[src/rtl/divider_pkg.sv]
package divider_pkg;

  // Strobes from the cycle control to the counter datapath
  typedef struct packed {
    logic load;    // this clock starts a new division cycle
    logic bypass;  // prescaler bypassed for this clock
    logic eleven;  // prescaler cycle in progress uses the longer modulus
  } divStrobe_t;

endpackage

[src/rtl/div_datapath.sv]
module div_datapath
  import divider_pkg::*;
#(
  parameter int M_WIDTH       = 9,
  parameter int PRESCALE_LOW  = 10,
  parameter int DIRECT_M_BITS = 7
) (
  input  logic               clk,
  input  logic               rstN,
  input  divStrobe_t         stb,
  input  logic [M_WIDTH-1:0] divM,
  input  logic               directMode,
  output logic               preDone,
  output logic               lastTick
);

  localparam int PRESCALE_HIGH = PRESCALE_LOW + 1;
  localparam int PW = $clog2(PRESCALE_HIGH + 1);
  localparam logic [PW-1:0] LAST_LOW  = PW'(PRESCALE_LOW - 1);
  localparam logic [PW-1:0] LAST_HIGH = PW'(PRESCALE_HIGH - 1);

  logic [M_WIDTH-1:0] mLatched, mBase, maskedM;
  logic [M_WIDTH-1:0] mainCnt, mainBase;
  logic [PW-1:0]      preCnt, preBase, preLast;

  generate
    if (DIRECT_M_BITS < M_WIDTH) begin : g_mask
      assign maskedM = directMode
                     ? {{(M_WIDTH-DIRECT_M_BITS){1'b0}}, divM[DIRECT_M_BITS-1:0]}
                     : divM;
    end else begin : g_nomask
      assign maskedM = divM;
    end
  endgenerate

  always_comb begin
    mBase    = stb.load ? maskedM : mLatched;
    preBase  = stb.load ? '0 : preCnt;
    mainBase = stb.load ? '0 : mainCnt;
    if (stb.bypass)      preLast = '0;
    else if (stb.eleven) preLast = LAST_HIGH;
    else                 preLast = LAST_LOW;
    preDone  = (preBase == preLast);
    lastTick = (mainBase == mBase);
  end

  always_ff @(posedge clk or negedge rstN) begin
    if (!rstN) begin
      mLatched <= '0;
      preCnt   <= '0;
      mainCnt  <= '0;
    end else begin
      mLatched <= mBase;
      preCnt   <= preDone ? '0 : preBase + 1'b1;
      if (preDone && !lastTick) mainCnt <= mainBase + 1'b1;
      else                      mainCnt <= mainBase;
    end
  end

  assert_pre_range_R3: assert property (@(posedge clk) disable iff (!rstN)
    preCnt <= LAST_HIGH);

  assert_main_range_R2: assert property (@(posedge clk) disable iff (!rstN)
    mainCnt <= mLatched);

  assert_bypass_idle_R4: assert property (@(posedge clk) disable iff (!rstN)
    (stb.bypass && !stb.load) |-> (preCnt == '0));

  assert_hold_settings_R8: assert property (@(posedge clk) disable iff (!rstN)
    !stb.load |=> $stable(mLatched));

  generate
    if (DIRECT_M_BITS < M_WIDTH) begin : g_mask_check
      assert_direct_mask_R6: assert property (@(posedge clk) disable iff (!rstN)
        (stb.load && directMode) |=> (mLatched[M_WIDTH-1:DIRECT_M_BITS] == '0));
    end
  endgenerate

endmodule

[src/rtl/div_control.sv]
module div_control
  import divider_pkg::*;
#(
  parameter int A_WIDTH = 4
) (
  input  logic               clk,
  input  logic               rstN,
  input  logic [A_WIDTH-1:0] swallowA,
  input  logic               bypassPre,
  input  logic               preDone,
  input  logic               lastTick,
  output divStrobe_t         stb,
  output logic               fpOut
);

  logic               needLoad, fpReg, bypLatched;
  logic [A_WIDTH-1:0] aLatched, aBase, swCnt, swBase;
  logic               load, bypBase, eleven;

  always_comb begin
    load    = needLoad | fpReg;
    aBase   = load ? swallowA : aLatched;
    bypBase = load ? bypassPre : bypLatched;
    swBase  = load ? '0 : swCnt;
    eleven  = !bypBase && (swBase < aBase);
    stb.load   = load;
    stb.bypass = bypBase;
    stb.eleven = eleven;
  end

  always_ff @(posedge clk or negedge rstN) begin
    if (!rstN) begin
      needLoad   <= 1'b1;
      fpReg      <= 1'b0;
      aLatched   <= '0;
      bypLatched <= 1'b0;
      swCnt      <= '0;
    end else begin
      needLoad   <= 1'b0;
      fpReg      <= preDone & lastTick;
      aLatched   <= aBase;
      bypLatched <= bypBase;
      swCnt      <= swBase + A_WIDTH'(preDone & eleven);
    end
  end

  assign fpOut = fpReg;

  assert_swallow_limit_R3: assert property (@(posedge clk) disable iff (!rstN)
    swCnt <= aLatched);

  assert_single_pulse_R7: assert property (@(posedge clk) disable iff (!rstN)
    (fpReg && !bypLatched) |=> !fpReg);

  assert_quiet_start_R1: assert property (@(posedge clk) disable iff (!rstN)
    needLoad |-> !fpReg);

  assert_no_swallow_bypass_R9: assert property (@(posedge clk) disable iff (!rstN)
    (bypLatched && !load) |-> (swCnt == '0));

endmodule

[src/rtl/pulse_swallow_divider.sv]
module pulse_swallow_divider
  import divider_pkg::*;
#(
  parameter int M_WIDTH       = 9,
  parameter int A_WIDTH       = 4,
  parameter int PRESCALE_LOW  = 10,
  parameter int DIRECT_M_BITS = 7
) (
  input  logic               clk,
  input  logic               rstN,
  input  logic [M_WIDTH-1:0] divM,
  input  logic [A_WIDTH-1:0] swallowA,
  input  logic               bypassPre,
  input  logic               directMode,
  output logic               fpOut
);

  divStrobe_t stb;
  logic       preDone, lastTick;

  div_control #(.A_WIDTH(A_WIDTH)) u_control (
    .clk      (clk),
    .rstN     (rstN),
    .swallowA (swallowA),
    .bypassPre(bypassPre),
    .preDone  (preDone),
    .lastTick (lastTick),
    .stb      (stb),
    .fpOut    (fpOut)
  );

  div_datapath #(
    .M_WIDTH      (M_WIDTH),
    .PRESCALE_LOW (PRESCALE_LOW),
    .DIRECT_M_BITS(DIRECT_M_BITS)
  ) u_datapath (
    .clk       (clk),
    .rstN      (rstN),
    .stb       (stb),
    .divM      (divM),
    .directMode(directMode),
    .preDone   (preDone),
    .lastTick  (lastTick)
  );

endmodule

[config.mk]
export PLATFORM = sky130hd
export DESIGN_NAME = pulse_swallow_divider
export DESIGN_NICKNAME = d
export VERILOG_FILES = /design/src/rtl/divider_pkg.sv /design/src/rtl/div_datapath.sv /design/src/rtl/div_control.sv /design/src/rtl/pulse_swallow_divider.sv
export SDC_FILE = /design/constraint.sdc
export NUM_CORES = 1
export LEC_CHECK = 0
export CORE_ASPECT_RATIO = 1.4
export CORE_MARGIN = 2
export CORE_UTILIZATION = 34
export DETAILED_ROUTE_END_ITERATION = 8
export PLACE_DENSITY_LB_ADDON = 0.25
export REMOVE_ABC_BUFFERS = 1
export SLEW_MARGIN = 10
export SYNTH_ARGS = -nofsm -noshare
export SYNTH_HDL_FRONTEND = slang
export SYNTH_HIERARCHICAL = 1
export SYNTH_SLANG_ARGS = --single-unit
[constraint.sdc]
create_clock -name clk -period 5.9 [get_ports clk]
set_input_delay 0.59 -clock clk [delete_from_list [all_inputs] [get_ports clk]]
set_output_delay 0.59 -clock clk [all_outputs]
set_load 0.05 [all_outputs]
======== Word level (Yosys, flattened, before mapping) ========
Cells that the tools add are included.
operators by class
  add/subtract/negate cells ............... 3
  magnitude comparators ................... 1
  equal/unequal tests ..................... 2
  muxes and demuxes ....................... 11
  bitwise logic cells ..................... 3
  reductions and logical operators ........ 4
operators with widths
  kind                                                           count
  9-bit 2-to-1 mux                                               4
  4-bit 2-to-1 mux                                               5
  9-bit by 1-bit adder with 9-bit output, second input constant  1
  9-bit equality test                                            1
  4-bit by 1-bit adder with 4-bit output, second input constant  1
  4-bit adder                                                    1
  4-bit equality test                                            1
  4-bit < comparator                                             1
  1-bit AND                                                      2
  1-bit logical AND                                              2
  1-bit zero test                                                2
  2-bit 2-to-1 mux                                               1
  1-bit 2-to-1 mux                                               1
  1-bit OR                                                       1
word-level totals
  bits in registers ....................... 33
  input bits .............................. 17
  output and inout bits ................... 1
  word-level logic and storage cells ...... 32

======== Depth between registers and ports, before layout ========
  depth in word-level cells ............... 9
  gate-level depth with buffers ........... 17

======== By module ========
Netlist, hierarchy kept.
modules (own cells, without submodules)
  module        times used  cells an instance  area each (µm²)  seq. area each (µm²)
  div_datapath  1           122                1241.2           550.5
  div_control   1           52                 566.8            276.5

======== Worst setup path after synthesis ========
No wires, ideal clock.
  path kind ............................... register to register
  from .................................... reg u_control.fpReg, in the netlist u_control/fpOut
  to ...................................... reg u_control.swCnt[2]
  data arrival time ....................... 3.045 ns
  required time ........................... 5.778 ns
  setup slack ............................. 2.733 ns
  stages on the path, launching flop included .. 16
  cell sequence ........................... dfrtp_1 -> nor2_4 -> mux2i_1 -> ha_1 -> a21oi_1 -> nand3_1 -> a21oi_1 -> buf_4 -> o22ai_1 -> a31oi_1 -> nor2_1 -> nand4_1 -> a21oi_1 -> ha_1 -> ha_1 -> xor2_2
on the way
  longest elaborated chain between the ends .. 9
RTL lines
  item                                                          RTL line                     RTL
  start, declared                                               div_control.sv:16            logic needLoad, fpReg, bypLatched;
  start signal, assigned                                        div_control.sv:40            fpReg <= preDone & lastTick;
  1-bit OR *                                                    div_control.sv:21            load = needLoad | fpReg;
  4-bit 2-to-1 mux, or another cell as far along                div_control.sv:24            swBase = load ? '0 : swCnt;
  4-bit < comparator / 1-bit zero test (equally long branches)  div_control.sv:25            eleven = !bypBase && (swBase < aBase);
  1-bit logical AND *                                           div_control.sv:25
  named net u_control.eleven                                    div_control.sv:18            logic load, bypBase, eleven;
  2-bit 2-to-1 mux *                                            div_datapath.sv:41           else if (stb.eleven) preLast = LAST_HIGH;
  4-bit 2-to-1 mux *                                            div_datapath.sv:40           if (stb.bypass) preLast = '0;
  4-bit equality test *                                         div_datapath.sv:43           preDone = (preBase == preLast);
  named net preDone                                             pulse_swallow_divider.sv:19  logic preDone, lastTick;
  1-bit AND *                                                   div_control.sv:43            swCnt <= swBase + A_WIDTH'(preDone & eleven);
  4-bit adder *                                                 div_control.sv:43
  end signal, assigned                                          div_control.sv:43
  end, declared                                                 div_control.sv:17            logic [A_WIDTH-1:0] aLatched, aBase, swCnt, swBase;
Mark *: on every way through the listed nets, which the timed path passes. The rest lies on a longest branch.

==> flow_metrics.env <==
export IMPL_cp_required_ns=6.06
export IMPL_clock_latency_ns=0.29
export IMPL_grt_pass1_vias=1340
export IMPL_reg2reg_to="u_datapath/mainCnt[5]"
export IMPL_cp_cell_sequence="nor2_4 > mux2i_1 > ha_1 > a21oi_1 > nand3_1 > a21oi_1 > nand2_1 > o22ai_1 > a31oi_1 > a311oi_2 > nand4_1 > mux2_1"
export IMPL_routed_via_density=4.96
export IMPL_worst_path_max_delay_cell="a311oi_2"
export IMPL_synth_edff_count=0
export IMPL_worst_slew_pin_slew_ns=0.799
export IMPL_max_clock_path_buffers=2
export IMPL_fmax_mhz=285
export IMPL_die_area_um2=5930
export IMPL_start_util_pct=35.0
export IMPL_top_usage_layer="met2"
export IMPL_grt_pass1_wl_um=6120
export IMPL_fin_cells=260
export IMPL_yosysTopAreaCell="dfrtp_1"
export IMPL_p_sw_share_pct=26.4
export IMPL_ant_nets=0
export IMPL_drt_initial_drc_count=46
export IMPL_dp_cells=252
export IMPL_skew_ns=0.0101
export IMPL_dpl_hpwl_um=2570
export IMPL_rows=31
export IMPL_setup_tns_ns=0
export IMPL_multi_input_area_um2=882
export IMPL_crit_arrival_ns=3.67
export IMPL_worst_path_max_fanout=11
export IMPL_fin_crit_ns=3.51
export IMPL_diodes=0
export IMPL_hp_class="register to register"
export IMPL_die_height_um=90.3
export IMPL_net_switching_power_uw=138
export IMPL_first_pass_iters=4
export IMPL_drc=0
export IMPL_cp_common_cell="a21oi_1"
export IMPL_place_gp_congestion=0.751
export IMPL_cap_violations=0
export IMPL_antenna_found_initial=0
export IMPL_postLayoutSetupSlackWorst_ns=2.39
export IMPL_min_to="u_control/aLatched[0]"
export IMPL_placed_area_um2=2030
export IMPL_dp_slack_ns=2.19
export IMPL_maxSlewViolCount=0
export IMPL_intPower_uw=384
export IMPL_clkPwrFrac_pct=33.5
export IMPL_cts_tree="done"
export IMPL_power_frac_seq_pct=49.9
export IMPL_synth_seq_area_share_pct=45.7
export IMPL_ys_top_cells_by_area="dfrtp_1, ha_1, mux2_2"
export IMPL_synth_area_per_cell_um2=10.4
export IMPL_ys_types=49
export IMPL_cts_max_level=2
export IMPL_cts_resized=0
export IMPL_r2r_slack_ns=2.39
export IMPL_clock_sink_count=33
export IMPL_synthCells=174
export IMPL_p_per_area_nw_per_um2=246
export IMPL_hold_buffers=0
export IMPL_pwr_share_comb_pct=16.5
export IMPL_fin_area_um2=2120
export IMPL_async_reset_ff_share_pct=100
export IMPL_use_met3_pct=3.62
export IMPL_cp_start_kind="register"
export IMPL_grt_max_degree=34
export IMPL_regArea_um2=827
export IMPL_leakagePower_nw=0.946
export IMPL_core_um2=5160
export IMPL_hold_violations=0
export IMPL_die_x_um=65.6
export IMPL_holdCritStartpoint="u_control/aLatched[0]"
export IMPL_clk_pin_slew_ns=0.07
export IMPL_track_usage_pct=13.5
export IMPL_path_class="register to register"
export IMPL_area_growth_pct=17.2
export IMPL_routed_wl_um=3510
export IMPL_cts_inserted_buffers=5
export IMPL_end_kind="register"
export IMPL_rsz0062_at_grt="false"
export IMPL_outcome="finished clean"
export IMPL_drive_above_1_share_pct=13.9
export IMPL_setup_violations=0
export IMPL_final_nets=217
export IMPL_slowest_delay_ns=0.74
export IMPL_met1_usage_pct=14.7
export IMPL_port_buffers=17
export IMPL_grt_ovfl_total=0
export IMPL_syn_area_um2=1810
export IMPL_rr_startpoint="u_control/fpOut"
export IMPL_slew_headroom_pct=46.7
export IMPL_ir_drop_mv=0.0785
export IMPL_r2r_cells=12
export IMPL_holdPathStages=2
export IMPL_cts_setup_buffers=0
export IMPL_cts_root_buf="clkbuf_8"
export IMPL_met2_usage_pct=23.7
export IMPL_fin_crit_sh_pct=59.5
export IMPL_vias=1290
export IMPL_nFillCells=542
export IMPL_yosys_most_used_dff="dfrtp_1"
export IMPL_synth_seq_cells=33
export IMPL_ios=18
export IMPL_avgRoutedWirePerCell_um=13.5
export IMPL_yosys_warnings=6
export IMPL_synth_top_area_share_pct=44.3
==> cells in the mapped netlist, types with 3 or more instances <==
cell / number
dfrtp_1: 32
nand4_1: 5
o21ai_0: 3
nand2b_1: 4
mux2_2: 7
buf_4: 3
mux2i_1: 3
a21oi_1: 4
inv_1: 14
nand2_1: 13
and2_1: 5
ha_1: 7
nand3_1: 4
nor2b_1: 9
nor2_1: 11
xor2_1: 3
xnor2_1: 7
nor3_1: 3
==> kinds of logic (layout without fill, tap and decap cells) <==
logic type,count (synthesis),after routing,share of synthesized area (%)
compound gates,28,28,12.2
xor+xnor,11,11,5.74
fa+ha+maj,7,7,4.84
buf+inv,21,41,5.47
flops,33,33,45.7
mux,12,12,7.47
other cells,1,1,0.207
simple gates,61,61,18.3
==> how the worst max path moves through the flow <==
stage	start	to	cells past startpoint
floorplan	u_control/fpOut	u_datapath/mainCnt[5]	12
global placement	swallowA[3]	u_datapath/mainCnt[5]	12
detailed placement	swallowA[3]	u_datapath/mainCnt[5]	12
CTS	u_control/fpOut	u_datapath/mainCnt[5]	12
global route	u_control/fpOut	u_datapath/mainCnt[5]	12
finish	u_control/fpOut	u_datapath/mainCnt[5]	12
==> worst max-delay path: cells and delay by family, from the launching register on <==
family	cells	cell delay (ns)
adders and majority gates	1	0.27
DFF	1	0.44
muxes	2	0.61
and+or+nand+nor	4	0.63
AOI/OAI and AO/OA	5	1.43
==> layer usage <==
metal | vias up | wire length [um]
met1 | 632 | 1390
li1 | 629 | -
met2 | 22 | 1900
met3 | 7 | 149
met5 | - | 0
met4 | 0 | 65
==> state kept, by name, summed over array words and instances, names as in the netlist <==
register / cells
u_datapath/preCnt: 4
u_datapath/mLatched: 9
u_control/needLoad: 1
u_control/bypLatched: 1
u_control/swCnt: 4
u_control/aLatched: 4
u_control/fpOut: 1
u_datapath/mainCnt: 9
==> layout by cell type, fill, tap and decap left out, drive strengths merged, types with 2 or more instances in the layout <==
cell           instances
a21o                   2
a21oi                  6
a31o                   2
a31oi                  2
and2                   6
and3                   2
buf                    2
clkbuf                 8
clkdlybuf4s50         17
dfrtp                 32
ha                     7
inv                   14
mux2                   9
mux2i                  3
nand2                 13
nand2b                 4
nand3                  4
nand4                  5
nor2                  12
nor2b                  9
nor3                   3
o21ai                  5
o22ai                  2
xnor2                  7
xor2                   4
==> per-stage QoR <==
| stage | util [%] | hold slack [ns] | total power, mW |
|---|---|---|---|
| detailed placement | 39.3 | 0.480 | 0.352 |
| floorplan | - | 0.294 | 0.319 |
| global route | 41.1 | 0.525 | 0.552 |
| global placement | 39.3 | 0.464 | 0.351 |
| finish | 41.1 | 0.489 | 0.522 |
| CTS | 41.1 | 0.496 | 0.532 |
==> power groups by stage <==
stage / sequential, mW / combinational [mW] / clock (mW)
floorplan: 0.260 / 0.0589 / 0
global placement: 0.264 / 0.0868 / 0
detailed placement: 0.265 / 0.0877 / 0
CTS: 0.260 / 0.0883 / 0.183
global route: 0.263 / 0.0980 / 0.191
finish: 0.261 / 0.0862 / 0.175
==> final cells by class <==
type / instances / share of cell area [%]
Sequential cell: 33 / 39.0
Tap cell: 66 / 3.90
Clock buffer: 8 / 4.25
Inverter: 14 / 2.48
Multi-Input combinational cell: 120 / 41.6
Timing Repair Buffer: 19 / 8.74
Note: power is estimated with default switching activity, not from simulation.
